## src/rtl/eal_pkg.sv

```systemverilog
package eal_pkg;
  // start bit followed by the two read opcode bits
  localparam logic [2:0] READ_LEAD = 3'b110;

  typedef enum logic [2:0] {
    F_IDLE, F_LEAD, F_CLO, F_CHI, F_DLO, F_DHI, F_TAIL
  } frame_st_t;

  typedef enum logic [2:0] {
    Q_PROBE_GO, Q_PROBE_WAIT, Q_READ_GO, Q_READ_WAIT, Q_DECIDE, Q_HOLD
  } seq_st_t;
endpackage

```

## src/rtl/eal_tick.sv

```systemverilog
module eal_tick #(
  parameter int PHASE_CLKS = 100
) (
  input  logic clk,
  input  logic rst,
  input  logic clr,
  output logic tick
);
  localparam int CW = $clog2(PHASE_CLKS + 1);
  logic [CW-1:0] cnt;

  always_ff @(posedge clk) begin
    if (rst || clr) begin
      cnt  <= '0;
      tick <= 1'b0;
    end else if (cnt == CW'(PHASE_CLKS - 1)) begin
      cnt  <= '0;
      tick <= 1'b1;
    end else begin
      cnt  <= cnt + 1'b1;
      tick <= 1'b0;
    end
  end
endmodule

```

## src/rtl/eal_frame.sv

```systemverilog
module eal_frame
  import eal_pkg::*;
#(
  parameter int WORD_W    = 16,
  parameter int CMD_W     = 13,
  parameter int NARROW_AW = 6,
  parameter int WIDE_AW   = 8,
  parameter int LOC_W     = 6
) (
  input  logic              clk,
  input  logic              rst,
  input  logic              clr,
  input  logic              tick,
  input  logic              go,
  input  logic              wide,
  input  logic [LOC_W-1:0]  loc,
  input  logic              ser_in,
  output logic              sel_o,
  output logic              sclk_o,
  output logic              sdo_o,
  output logic              fin,
  output logic [WORD_W-1:0] word
);
  localparam int CNT_W = $clog2((CMD_W > WORD_W) ? CMD_W : WORD_W);

  frame_st_t        st;
  logic [CMD_W-1:0] cmd_sr;
  logic [CNT_W-1:0] cnt;
  logic [CMD_W-1:0] cmd_narrow, cmd_wide;

  assign cmd_narrow = (CMD_W'(READ_LEAD) << NARROW_AW) | CMD_W'(loc);
  assign cmd_wide   = (CMD_W'(READ_LEAD) << WIDE_AW)   | CMD_W'(loc);

  always_ff @(posedge clk) begin
    if (rst || clr) begin
      st     <= F_IDLE;
      cmd_sr <= '0;
      cnt    <= '0;
      word   <= '0;
      fin    <= 1'b0;
    end else begin
      fin <= 1'b0;
      case (st)
        F_IDLE: if (go) begin
          cmd_sr <= wide ? cmd_wide : cmd_narrow;
          cnt    <= CNT_W'(CMD_W - 1);
          st     <= F_LEAD;
        end
        F_LEAD: if (tick) st <= F_CLO;
        F_CLO:  if (tick) st <= F_CHI;
        F_CHI: if (tick) begin
          if (cnt == '0) begin
            cnt <= CNT_W'(WORD_W - 1);
            st  <= F_DLO;
          end else begin
            cnt    <= cnt - 1'b1;
            cmd_sr <= {cmd_sr[CMD_W-2:0], 1'b0};
            st     <= F_CLO;
          end
        end
        F_DLO: if (tick) st <= F_DHI;
        F_DHI: if (tick) begin
          word <= {word[WORD_W-2:0], ser_in};
          if (cnt == '0) st <= F_TAIL;
          else begin
            cnt <= cnt - 1'b1;
            st  <= F_DLO;
          end
        end
        F_TAIL: if (tick) begin
          st  <= F_IDLE;
          fin <= 1'b1;
        end
        default: st <= F_IDLE;
      endcase
    end
  end

  // registered pin drivers, one cycle behind the state decode
  always_ff @(posedge clk) begin
    if (rst || clr) begin
      sel_o  <= 1'b0;
      sclk_o <= 1'b0;
      sdo_o  <= 1'b0;
    end else begin
      sel_o  <= (st == F_CLO) || (st == F_CHI) || (st == F_DLO) || (st == F_DHI);
      sclk_o <= (st == F_CHI) || (st == F_DHI);
      sdo_o  <= ((st == F_CLO) || (st == F_CHI)) && cmd_sr[CMD_W-1];
    end
  end
endmodule

```

## src/rtl/eeprom_autoload.sv

```systemverilog
module eeprom_autoload
  import eal_pkg::*;
#(
  parameter int          PHASE_CLKS = 100,
  parameter int          WORD_W     = 16,
  parameter int          NUM_WORDS  = 64,
  parameter int          CMD_W      = 13,
  parameter int          NARROW_AW  = 6,
  parameter int          WIDE_AW    = 8,
  parameter int          MAC_WORDS  = 3,
  parameter logic [15:0] SIGNATURE  = 16'hBABA
) (
  input  logic        clk,
  input  logic        rst,
  input  logic        start,
  input  logic        rom_miso,
  output logic        rom_sel,
  output logic        rom_clk,
  output logic        rom_mosi,
  output logic [47:0] station_addr,
  output logic        done,
  output logic        checksum_ok
);
  localparam int LOC_W    = $clog2(NUM_WORDS);
  localparam int MAC_BITS = MAC_WORDS * WORD_W;

  logic              tick, f_go, f_fin;
  logic [WORD_W-1:0] f_word;
  seq_st_t           st;
  logic              wide_q;
  logic [LOC_W-1:0]  loc_q;
  logic [WORD_W-1:0] sum_q;
  logic [MAC_BITS-1:0] raw_q;

  eal_tick #(.PHASE_CLKS(PHASE_CLKS)) u_tick (
    .clk(clk), .rst(rst), .clr(start), .tick(tick)
  );

  assign f_go = (st == Q_PROBE_GO) || (st == Q_READ_GO);

  eal_frame #(
    .WORD_W(WORD_W), .CMD_W(CMD_W), .NARROW_AW(NARROW_AW),
    .WIDE_AW(WIDE_AW), .LOC_W(LOC_W)
  ) u_frame (
    .clk(clk), .rst(rst), .clr(start), .tick(tick), .go(f_go),
    .wide(wide_q), .loc(loc_q), .ser_in(rom_miso),
    .sel_o(rom_sel), .sclk_o(rom_clk), .sdo_o(rom_mosi),
    .fin(f_fin), .word(f_word)
  );

  always_ff @(posedge clk) begin
    if (rst || start) begin
      st           <= Q_PROBE_GO;
      wide_q       <= 1'b0;
      loc_q        <= '0;
      sum_q        <= '0;
      raw_q        <= '0;
      done         <= 1'b0;
      checksum_ok  <= 1'b0;
      station_addr <= '0;
    end else begin
      case (st)
        Q_PROBE_GO:   st <= Q_PROBE_WAIT;
        Q_PROBE_WAIT: if (f_fin) begin
          wide_q <= (f_word == '1);
          loc_q  <= '0;
          st     <= Q_READ_GO;
        end
        Q_READ_GO:    st <= Q_READ_WAIT;
        Q_READ_WAIT: if (f_fin) begin
          sum_q <= sum_q + f_word;
          for (int k = 0; k < MAC_WORDS; k++)
            if (loc_q == LOC_W'(k)) raw_q[k*WORD_W +: WORD_W] <= f_word;
          if (loc_q == LOC_W'(NUM_WORDS - 1)) st <= Q_DECIDE;
          else begin
            loc_q <= loc_q + 1'b1;
            st    <= Q_READ_GO;
          end
        end
        Q_DECIDE: begin
          done         <= 1'b1;
          checksum_ok  <= (sum_q == SIGNATURE);
          station_addr <= (sum_q == SIGNATURE) ? 48'(raw_q) : '0;
          st           <= Q_HOLD;
        end
        Q_HOLD:  st <= Q_HOLD;
        default: st <= Q_PROBE_GO;
      endcase
    end
  end
endmodule

```

## config.mk

```make
export PLATFORM = sky130hd
export DESIGN_NAME = eeprom_autoload
export DESIGN_NICKNAME = d
export VERILOG_FILES = /design/src/rtl/eal_pkg.sv /design/src/rtl/eal_tick.sv /design/src/rtl/eal_frame.sv /design/src/rtl/eeprom_autoload.sv
export SDC_FILE = /design/constraint.sdc
export NUM_CORES = 1
export LEC_CHECK = 0
export ABC_AREA = 0
export BUFFER_PORTS_ARGS = -buffer_cell sky130_fd_sc_hd__buf_4
export CAP_MARGIN = 5
export CORE_MARGIN = 3
export CORE_UTILIZATION = 47
export CTS_BUF_LIST = sky130_fd_sc_hd__clkbuf_4
export DETAILED_ROUTE_END_ITERATION = 12
export GPL_TIMING_DRIVEN = 1
export HOLD_SLACK_MARGIN = 0.1
export PLACE_DENSITY = 0.66
export SYNTH_ARGS = -nofsm -noshare
export SYNTH_HDL_FRONTEND = slang
export SYNTH_SLANG_ARGS = --single-unit
```

## constraint.sdc

```tcl
create_clock -name clk -period 2.6 [get_ports clk]
set_clock_uncertainty 0.2 [all_clocks]
set_input_delay 0.26 -clock clk [delete_from_list [all_inputs] [get_ports clk]]
set_output_delay 0.26 -clock clk [all_outputs]
set_load 0.005 [all_outputs]
```

Word-level counts from Yosys, hierarchy flattened --
Cells that the tools add are included.
Operators by class: muxes and demuxes 32, $add $sub $neg 4, equality and inequality tests 29, bitwise operators 1, reductions and logical operators 28
Operator list (count):
- two-way mux 48 bit | 1
- two-way mux 13 bit | 3
- two-way mux 3 bit | 11
- equality test 16 bit (second input constant) | 2
- case mux 13 bit (2 select lines) | 1
- case mux 3 bit (7 select lines) | 1
- two-way mux 4 bit | 5
- != test 2 bit (second input constant) | 10
- two-way mux 6 bit | 3
- adder 16 bit | 1
- equality test 3 bit (second input constant) | 5
- case mux 3 bit (5 select lines) | 1
- equality test 3 x 2 -> 1 bit (second input constant) | 4
- case mux 4 bit (3 select lines) | 1
- case mux 6 bit (2 select lines) | 1
- two-way mux 11 bit | 1
- AND reduction 3 bit | 3
- AND reduction 2 bit | 4
- AND reduction 4 bit | 2
- adder 7 x 1 -> 7 bit (second input constant) | 1
- equality test 7 bit (second input constant) | 1
- AND reduction 7 bit | 1
- adder 6 x 1 -> 6 bit (second input constant) | 1
- equality test 3 x 1 -> 1 bit (second input constant) | 2
- 17 further kinds | 28
Storage, ports and cells: word-level logic and storage cells 114, bits of input ports 4, register bits 172, output and inout bits 53

Depth between registers and ports, before layout --
Gate-level depths: netlist (run 1).
depth after elaboration 4, mapped depth 8, gate-level depth less buffers 8

Hierarchy --
Synthesis (run 1) repeated with hierarchy kept, for this count alone.
Second synthesis, totals: cells, all modules 855, area total of the unflattened synthesis 7355.8 µm²
By module, submodules not included:
- eeprom_autoload | area an instance 5190.0 µm², cells each 611, instances 1
- eal_frame | area an instance 1835.5 µm², cells each 209, instances 1
- eal_tick | area an instance 330.3 µm², cells each 35, instances 1

Worst setup path after synthesis (run 1) --
OpenSTA, ideal clock, no wires.
path type register to register, start point register u_frame.word[0], end point register sum_q[14], setup time 122 ps, stages on the path, launching flop included 9, period minus slack after synthesis 2198 ps, data arrival time 1876 ps, path buffers 0, setup slack 402 ps, cell sequence dfxtp_1 > ha_1 > fa_1 > a21oi_1 > o211ai_1 > a31oi_1 > a31oi_1 > xnor2_1 > o21ai_0
On the way: longest elaborated chain between the ends 1
RTL lines:
- start, declared | RTL line eal_frame.sv:22 | output logic [WORD_W-1:0] word
- start signal, assigned | RTL line eal_frame.sv:63 | word <= {word[WORD_W-2:0], ser_in};
- adder 16 bit | RTL line eeprom_autoload.sv:71 | sum_q <= sum_q + f_word;
- end signal, assigned | RTL line eeprom_autoload.sv:71
- end, declared | RTL line eeprom_autoload.sv:32 | logic [WORD_W-1:0] sum_q;
Every way passes these cells. A chain may end at the register's enable or synchronous reset.

Final worst setup path (run 1) --
start point register sum_q[0], end point register sum_q[14]
On the way: longest elaborated chain between the ends 1
RTL lines (RTL line):
- adder 16 bit | eeprom_autoload.sv:71
Every way passes these cells.

==> results of run 1 <==
[what timing repair did]
| item | 4_1_cts | 5_1_grt |
|---|---|---|
| gates resized for setup | 0 | 2 |
| setup endpoints to repair | 0 | 3 |
| endpoints found under the hold margin | 45 | 0 |
| hold buffers | 4 | 0 |
[registers in the layout, summed over array words and instances, names as in the netlist]
signal          flops
wide_q              1
u_frame.sclk_o      1
sum_q              16
u_frame.sdo_o       1
checksum_ok         1
u_frame.cmd_sr     13
raw_q              48
u_tick.tick         1
u_tick.cnt          7
done                1
u_frame.cnt         4
u_frame.word       16
station_addr       48
st                  3
u_frame.sel_o       1
loc_q               6
u_frame.st          3
u_frame.fin         1
[layout make-up]
| cell class | instances | area, um^2 |
|---|---|---|
| clock buffer | 17 | 127.6 |
| clock inverter | 15 | 148.9 |
| fill | 1461 | 6989 |
| inverter | 13 | 48.80 |
| multi-input combinational | 613 | 3563 |
| sequential | 172 | 3443 |
| tap | 211 | 264.0 |
| timing repair buffer | 85 | 673.1 |
[routing by layer]
metal  vias up  global-route usage, %  part of all wire [%]
met3        13                  3.943                   3.5
met2       120                  31.13                    46
met4         0                  5.484                  0.95
li1       3054                      -                     -
met1      2806                  26.55                    49
met5         -                      0                     0
[cells by family (layout without fill, tap and decap cells)]
family | count (synthesis) | in the layout
AO/OA/AOI/OAI | 218 | 218
XOR/XNOR | 20 | 20
adder cells (fa/ha/maj) | 22 | 22
buffers and inverters | 69 | 130
flip-flops | 172 | 172
multiplexers | 7 | 7
AND/OR/NAND/NOR | 346 | 346
[critical path, delay by kind of cell, from the launching register on]
family	cells	cell delay [ns]
AO/OA/AOI/OAI	5	1.00
adder cells (fa/ha/maj)	2	0.64
XOR/XNOR	1	0.14
flip-flops	1	0.36
[power by group through the flow]
stage	Combinational (uW)	Clock (uW)	Sequential, uW
after global routing	133	1690	2660
final	117	1520	2660
after detailed placement	113	0	2720
after global placement	113	0	2720
after CTS	119	1570	2660
after floorplan	86.6	0	2710
[worst max path at each step]
stage                          from        end  slack [ns]  cells after the start
floorplan           u_frame.word[0]  sum_q[14]        0.40                      8
global placement           sum_q[0]  sum_q[14]        0.26                      8
detailed placement         sum_q[0]  sum_q[14]        0.20                      8
CTS                        sum_q[0]  sum_q[14]        0.16                      8
global route        u_frame.word[9]  sum_q[15]        0.02                      7
finish                     sum_q[0]  sum_q[14]        0.22                      8
[synthesized netlist by cell type (all sizes together) (3+ instances only)]
master  count
or3         3
nand2     177
ha         21
and3        5
clkbuf     24
dfxtp     172
xnor2      11
mux2i       7
xor2        9
o21ai      23
a22oi      49
nor3        7
o211ai      4
nor2b       5
nor4        3
nand3      18
nand4       9
nor2       96
nand4b      4
a211oi     16
inv        13
a31oi       3
a21oi     103
and2        7
buf        32
[stage by stage]
stage | setup WS [ns] | std cells | hold slack [ns] | area, um^2
floorplan | 0.4017 | 854 | 0.1960 | 7368
global placement | 0.2597 | 1090 | 0.2278 | 7945
detailed placement | 0.2006 | 1090 | 0.2376 | 7945
CTS | 0.1588 | 1126 | 0.2638 | 8262
global route | 0.01567 | 1126 | 0.2897 | 8269
finish | 0.2150 | 1126 | 0.2653 | 8269
==> insert_results.sql, run 1 <==
INSERT INTO impl_metrics (metric_group, metric, value, unit) VALUES
('clock_tree', 'cts.clk_slew.worst_paths', '0.16', 'ns'),
('clock_tree', 'cts.sink_count', '172', ''),
('setup_path', 'ws_path_type', 'flop to flop', ''),
('job', 'max_cap_violations', '0', ''),
('floorplan', 'core.rowCount', '45', ''),
('pwr', 'total_switching_power', '1104', 'uW'),
('final_layout', 'flow.area_growth_from_synthesis', '12.23', '%'),
('clock_tree', 'cts.htree.levels', '4', ''),
('synth', 'syn_area_per_cell', '8.628', 'um^2'),
('pwr', 'power_frac_comb', '2.7', '%'),
('synth', 'combinational_family_with_the_most_area_after_synthesis', 'simple AND/OR/NAND/NOR gates', ''),
('grt', 'grt_max_degree', '72', ''),
('synth', 'netlist-cell-type-count', '66', ''),
('outcome', 'run_status', 'complete, no violations', ''),
('setup_path', 'worst_setup_path_end_kind', 'flop', ''),
('timing', 'post-route-min-period', '2.385', 'ns'),
('timing', 'min_period_over_period', '91.73', '%'),
('synth', 'synth_top_flop_cell', 'sky130_fd_sc_hd__dfxtp_1', ''),
('synth', 'postSynthRegisterBits', '172', ''),
('min_path', 'hold_start', 'done', ''),
('final_layout', 'final_core_util', '54.19', '%'),
('floorplan', 'die_width', '131.2', 'um'),
('drt', 'vias', '5993', ''),
('setup_path', 'start_kind', 'flop', ''),
('placement', 'place.port_buffers', '56', ''),
('setup_path', 'crit_slowest_cell', 'sky130_fd_sc_hd__fa_1', ''),
('synth', 'synth_async_sr_flop_share', '0', '%'),
('floorplan', 'floorplan.die_area', '17220', 'um^2'),
('grt', 'globalRoute.totalOverflow', '0', ''),
('synth', 'synth-xor-area-share', '2.377', '%'),
('setup_path', 'crit_fanout', '3', ''),
('drt', 'final_antenna_net_count', '0', ''),
('clock_tree', 'cts_root_buf', 'sky130_fd_sc_hd__clkbuf_4', ''),
('final_layout', 'finalNetCount', '928', ''),
('setup_path', 'cp_data_required_time', '2.90', 'ns'),
('final_layout', 'most-common-layout-cells', 'sky130_fd_sc_hd__dfxtp_1, sky130_fd_sc_hd__nand2_1, sky130_fd_sc_hd__nor2_1', ''),
('setup_path', 'worst_r2r_endpoint', 'sum_q[14]', ''),
('clock_tree', 'worstSkewPairLatency', '0.56', 'ns'),
('timing', 'tightestPinTransition', '0.6318', 'ns'),
('clock_tree', 'clock_path_buffers', '2', ''),
('pwr', 'powerDensity', '519.8', 'nW/um^2'),
('setup_path', 'cp_data_arrival_time', '2.69', 'ns'),
('pwr', 'power_frac_seq', '61.9', '%'),
('placement', 'gp_routability_congestion', '0.8585', ''),
('grt', 'first_pass_grt_wire_length', '27990', 'um'),
('drt', 'drt-wirelength-per-cell', '14.50', 'um'),
('drt', 'detail_route.first_pass.iterations', '5', ''),
('timing', 'finish_stage_setup_viols', '0', ''),
('pwr', 'power.total', '4299', 'uW'),
('pwr', 'p_leak', '0.002931', 'uW'),
('setup_path', 'critical_path.cell_chain', 'ha_1 -> fa_1 -> a21oi_1 -> o211ai_1 -> a31oi_2 -> a31oi_1 -> xnor2_1 -> o21ai_0', ''),
('timing', 'maxSlewViolCount', '0', ''),
('timing', 'max_freq', '419.3', 'MHz'),
('grt', 'via_count_of_the_first_global_routing_pass', '5545', ''),
('clock_tree', 'cts-buffers-inserted', '17', ''),
('synth', 'synth_largest_type_area_fraction', '46.73', '%'),
('synth', 'syn_inst', '854', ''),
('drt', 'wl', '16320', 'um'),
('grt', 'track_usage', '19.35', '%'),
('pwr', 'cellInternalPower', '3195', 'uW'),
('setup_path', 'reg2reg_setup_slack', '0.22', 'ns'),
('drt', 'routed_vias_inst', '5.322', ''),
('synth', 'netlist_area', '7368', 'um^2'),
('synth', 'post-synth-top-area-cell', 'sky130_fd_sc_hd__dfxtp_1', ''),
('timing', 'final_hold_viol_count', '0', ''),
('floorplan', 'floorplan.core_area', '15260', 'um^2'),
('clock_tree', 'post_cts_buffers', '0', ''),
('synth', 'yosys.area_share.adder', '3.838', '%'),
('drt', 'detail_route.iter0.violations', '378', ''),
('timing', 'rsz_0062_raised_after_global_routing', 'false', ''),
('synth', 'synth_compound_gate_area_share', '19.66', '%');
(Power assumes the default switching activity.)
==> inputs of run 2 (changes only) <==
--- a/config.mk
+++ b/config.mk
@@ -5,7 +5,6 @@
 export SDC_FILE = /design/constraint.sdc
 export NUM_CORES = 1
 export LEC_CHECK = 0
-export ABC_AREA = 0
 export BUFFER_PORTS_ARGS = -buffer_cell sky130_fd_sc_hd__buf_4
 export CAP_MARGIN = 5
 export CORE_MARGIN = 3
@@ -14,7 +13,6 @@
 export DETAILED_ROUTE_END_ITERATION = 12
 export GPL_TIMING_DRIVEN = 1
 export HOLD_SLACK_MARGIN = 0.1
-export PLACE_DENSITY = 0.66
 export SYNTH_ARGS = -nofsm -noshare
 export SYNTH_HDL_FRONTEND = slang
 export SYNTH_SLANG_ARGS = --single-unit
==> run 2 against run 1 <==
Effect of this change:
- non-clock buffer count shrank 7
- clock-buffer cell count is the same
- cell count shrank 0.53%
- largest cell class unchanged
- core utilization is essentially flat
- via count grew 0.98%
- cell area is essentially flat
- worst setup slack lost 0.011 ns
- combinational power is essentially flat
- wire length grew 4.6%
- largest power group unchanged
- worst hold slack lost 0.063 ns
- sequential share of layout area is essentially flat
- critical path depth shrank 1
==> insert_results.sql, run 2 (synthesis gave the netlist of run 1 again) <==
INSERT INTO impl_metrics (metric_group, metric, value, unit) VALUES
('pwr', 'swShare', '24.10', '%'),
('final_layout', 'flow.area_growth_from_synthesis', '12.18', '%'),
('floorplan', 'initial_utilization', '48.29', '%'),
('setup_path', 'worst_setup_path_end_kind', 'flop', ''),
('setup_path', 'worstRegToRegCells', '7', ''),
('drt', 'met3_wirelength', '646', 'um'),
('final_layout', 'multi_input_comb_area', '3568', 'um^2'),
('grt', 'grt_max_degree', '95', ''),
('placement', 'place.port_buffers', '56', ''),
('timing', 'tightestPinTransition', '0.6305', 'ns'),
('clock_tree', 'cts.htree.levels', '4', ''),
('final_layout', 'layout-drive-gt1-share', '18.06', '%'),
('drt', 'final_antenna_net_count', '0', ''),
('drt', 'vias', '6052', ''),
('clock_tree', 'cts-buffers-inserted', '17', ''),
('setup_path', 'start_kind', 'flop', ''),
('drt', 'detail_route.iter0.violations', '389', ''),
('pwr', 'clock_network_fraction_of_design_power', '37.5', '%'),
('floorplan', 'floorplan.die_area', '17220', 'um^2'),
('job', 'max_cap_violations', '0', ''),
('min_path', 'worst_hold_path.num_cells', '4', ''),
('final_layout', 'layout_commonest_cell', 'sky130_fd_sc_hd__dfxtp_1', ''),
('clock_tree', 'cts_root_buf', 'sky130_fd_sc_hd__clkbuf_4', ''),
('drt', 'detail_route.first_pass.iterations', '4', ''),
('grt', 'globalRoute.totalOverflow', '0', ''),
('min_path', 'worstHoldPathType', 'input pin to flop', ''),
('drt', 'dr.max_layer_used', 'met4', ''),
('drt', 'routed_vias_inst', '5.404', ''),
('timing', 'maxSlewViolCount', '0', ''),
('clock_tree', 'cts.sink_count', '172', ''),
('clock_tree', 'post_cts_buffers', '0', ''),
('placement', 'gp_routability_congestion', '0.8390', ''),
('outcome', 'run_status', 'complete, no violations', ''),
('timing', 'tns', '0', 'ns'),
('final_layout', 'area.sequential', '3443', 'um^2'),
('grt', 'via_count_of_the_first_global_routing_pass', '5599', ''),
('setup_path', 'cp_data_arrival_time', '2.64', 'ns'),
('final_layout', 'finalNetCount', '921', ''),
('setup_path', 'crit_fanout', '8', ''),
('clock_tree', 'tritoncts', 'yes', ''),
('pwr', 'power_frac_comb', '2.6', '%'),
('timing', 'rsz_0062_raised_after_global_routing', 'false', ''),
('pwr', 'max-vdd-ir-drop', '368.6', 'uV'),
('timing', 'post-route-min-period', '2.396', 'ns'),
('grt', 'grt_antenna_before_repair', '1', ''),
('floorplan', 'floorplan.core_area', '15260', 'um^2'),
('pwr', 'powerDensity', '536.8', 'nW/um^2'),
('drt', 'wl', '17080', 'um'),
('timing', 'worst_slew_margin_rel', '57.53', '%'),
('placement', 'detailedPlacementHpwl', '11640', 'um'),
('pwr', 'cellInternalPower', '3367', 'uW'),
('setup_path', 'reg2reg_setup_slack', '0.20', 'ns'),
('drt', 'wl_met1', '8138', 'um'),
('timing', 'finish_stage_setup_viols', '0', ''),
('final_layout', 'most-common-layout-cells', 'sky130_fd_sc_hd__dfxtp_1, sky130_fd_sc_hd__nand2_1, sky130_fd_sc_hd__nor2_1', ''),
('pwr', 'power.total', '4437', 'uW'),
('pwr', 'p_leak', '0.002907', 'uW'),
('setup_path', 'cp_data_required_time', '2.85', 'ns'),
('clock_tree', 'clock_path_buffers', '2', ''),
('floorplan', 'die_width', '131.2', 'um'),
('final_layout', 'reg.largest.list', 'raw_q: 48 flops, station_addr: 48 flops', ''),
('final_layout', 'n_fill_cell', '1427', ''),
('drt', 'detail_route.drc_violations', '0', ''),
('clock_tree', 'worstSkewPairLatency', '0.56', 'ns'),
('timing', 'final_hold_viol_count', '0', ''),
('floorplan', 'die_y', '131.2', 'um'),
('clock_tree', 'cts.clk_slew.worst_paths', '0.15', 'ns'),
('grt', 'first_pass_grt_wire_length', '28490', 'um'),
('floorplan', 'top_level_pins', '57', ''),
('pwr', 'total_switching_power', '1069', 'uW'),
('floorplan', 'core.rowCount', '45', ''),
('setup_path', 'ws_path_type', 'flop to flop', ''),
('drt', 'drt-wirelength-per-cell', '15.25', 'um'),
('timing', 'min_period_over_period', '92.14', '%'),
('pwr', 'power_frac_seq', '59.9', '%'),
('grt', 'track_usage', '19.95', '%'),
('drt', 'met2_wirelength', '7881', 'um'),
('timing', 'max_freq', '417.4', 'MHz');
-- run 2: cell count changes in the layout (fill, tap and decap cells not counted), moves of 2 or more --
| cell | before | now |
|---|---|---|
| sky130_fd_sc_hd__inv_6 | 6 | 2 |
| sky130_fd_sc_hd__inv_8 | 3 | 1 |
| sky130_fd_sc_hd__clkinv_4 | 1 | 3 |
| sky130_fd_sc_hd__buf_4 | 79 | 73 |
| sky130_fd_sc_hd__bufinv_16 | 1 | 3 |
-- run 2: worst max-delay path: stages, from the launching register on --
cell and delay, ns:
sky130_fd_sc_hd__dfxtp_1 0.43, sky130_fd_sc_hd__ha_2 0.45, sky130_fd_sc_hd__nand4_1 0.19, sky130_fd_sc_hd__a2111oi_0 0.44
sky130_fd_sc_hd__nand2_1 0.11, sky130_fd_sc_hd__and4_1 0.22, sky130_fd_sc_hd__o21ai_0 0.15, sky130_fd_sc_hd__o31ai_1 0.09
-- run 2: what timing repair did --
item / in CTS / in global routing
gates resized for setup: 0 / 3
hold endpoints to repair: 19 / 0
hold buffers: 3 / 0
setup endpoints to repair: 0 / 3
-- run 2: final timing paths --
path                                 startpoint             to
worst max-delay path            u_frame.word[8]      sum_q[15]
worst min-delay path                      start      raw_q[12]
worst max register to register  u_frame.word[8]      sum_q[15]
worst min register to register    u_tick.cnt[0]  u_tick.cnt[0]
-- run 2: power by group through the flow --
stage               sequential [uW]  combinational [uW]  clock [uW]
floorplan                      2710                86.6           0
global placement               2720                 107           0
detailed placement             2720                 111           0
CTS                            2660                 115        1710
global route                   2660                 128        1820
finish                         2660                 114        1660
-- run 2: cell type report --
type	instances	share of cell area [%]
clock buffers	17	1.544
inverters	13	0.5904
well taps	211	3.194
clock inverters	15	2.331
diodes	1	0.03028
multi-input cells	613	43.17
repair buffers	78	7.478
flip-flops and latches	172	41.66
-- run 2: metrics by stage --
stage | utilization (%) | instance area [um^2] | std cells | hold slack, ns | setup slack [ns]
global placement | 51.78 | 7900 | 1084 | 0.2290 | 0.2421
CTS | 54.07 | 8250 | 1119 | 0.1618 | 0.1591
finish | 54.17 | 8265 | 1120 | 0.2023 | 0.2043
detailed placement | 51.78 | 7900 | 1084 | 0.2399 | 0.1903
global route | 54.17 | 8265 | 1120 | 0.1735 | 0.001940
floorplan | - | 7368 | 854 | 0.1960 | 0.4017
-- run 2: metal layers --
| layer | global-route usage [%] | vias to the layer above |
|---|---|---|
| li1 | - | 3053 |
| met1 | 26.60 | 2849 |
| met2 | 32.09 | 123 |
| met3 | 4.403 | 27 |
| met4 | 7.001 | 0 |
| met5 | 0 | - |
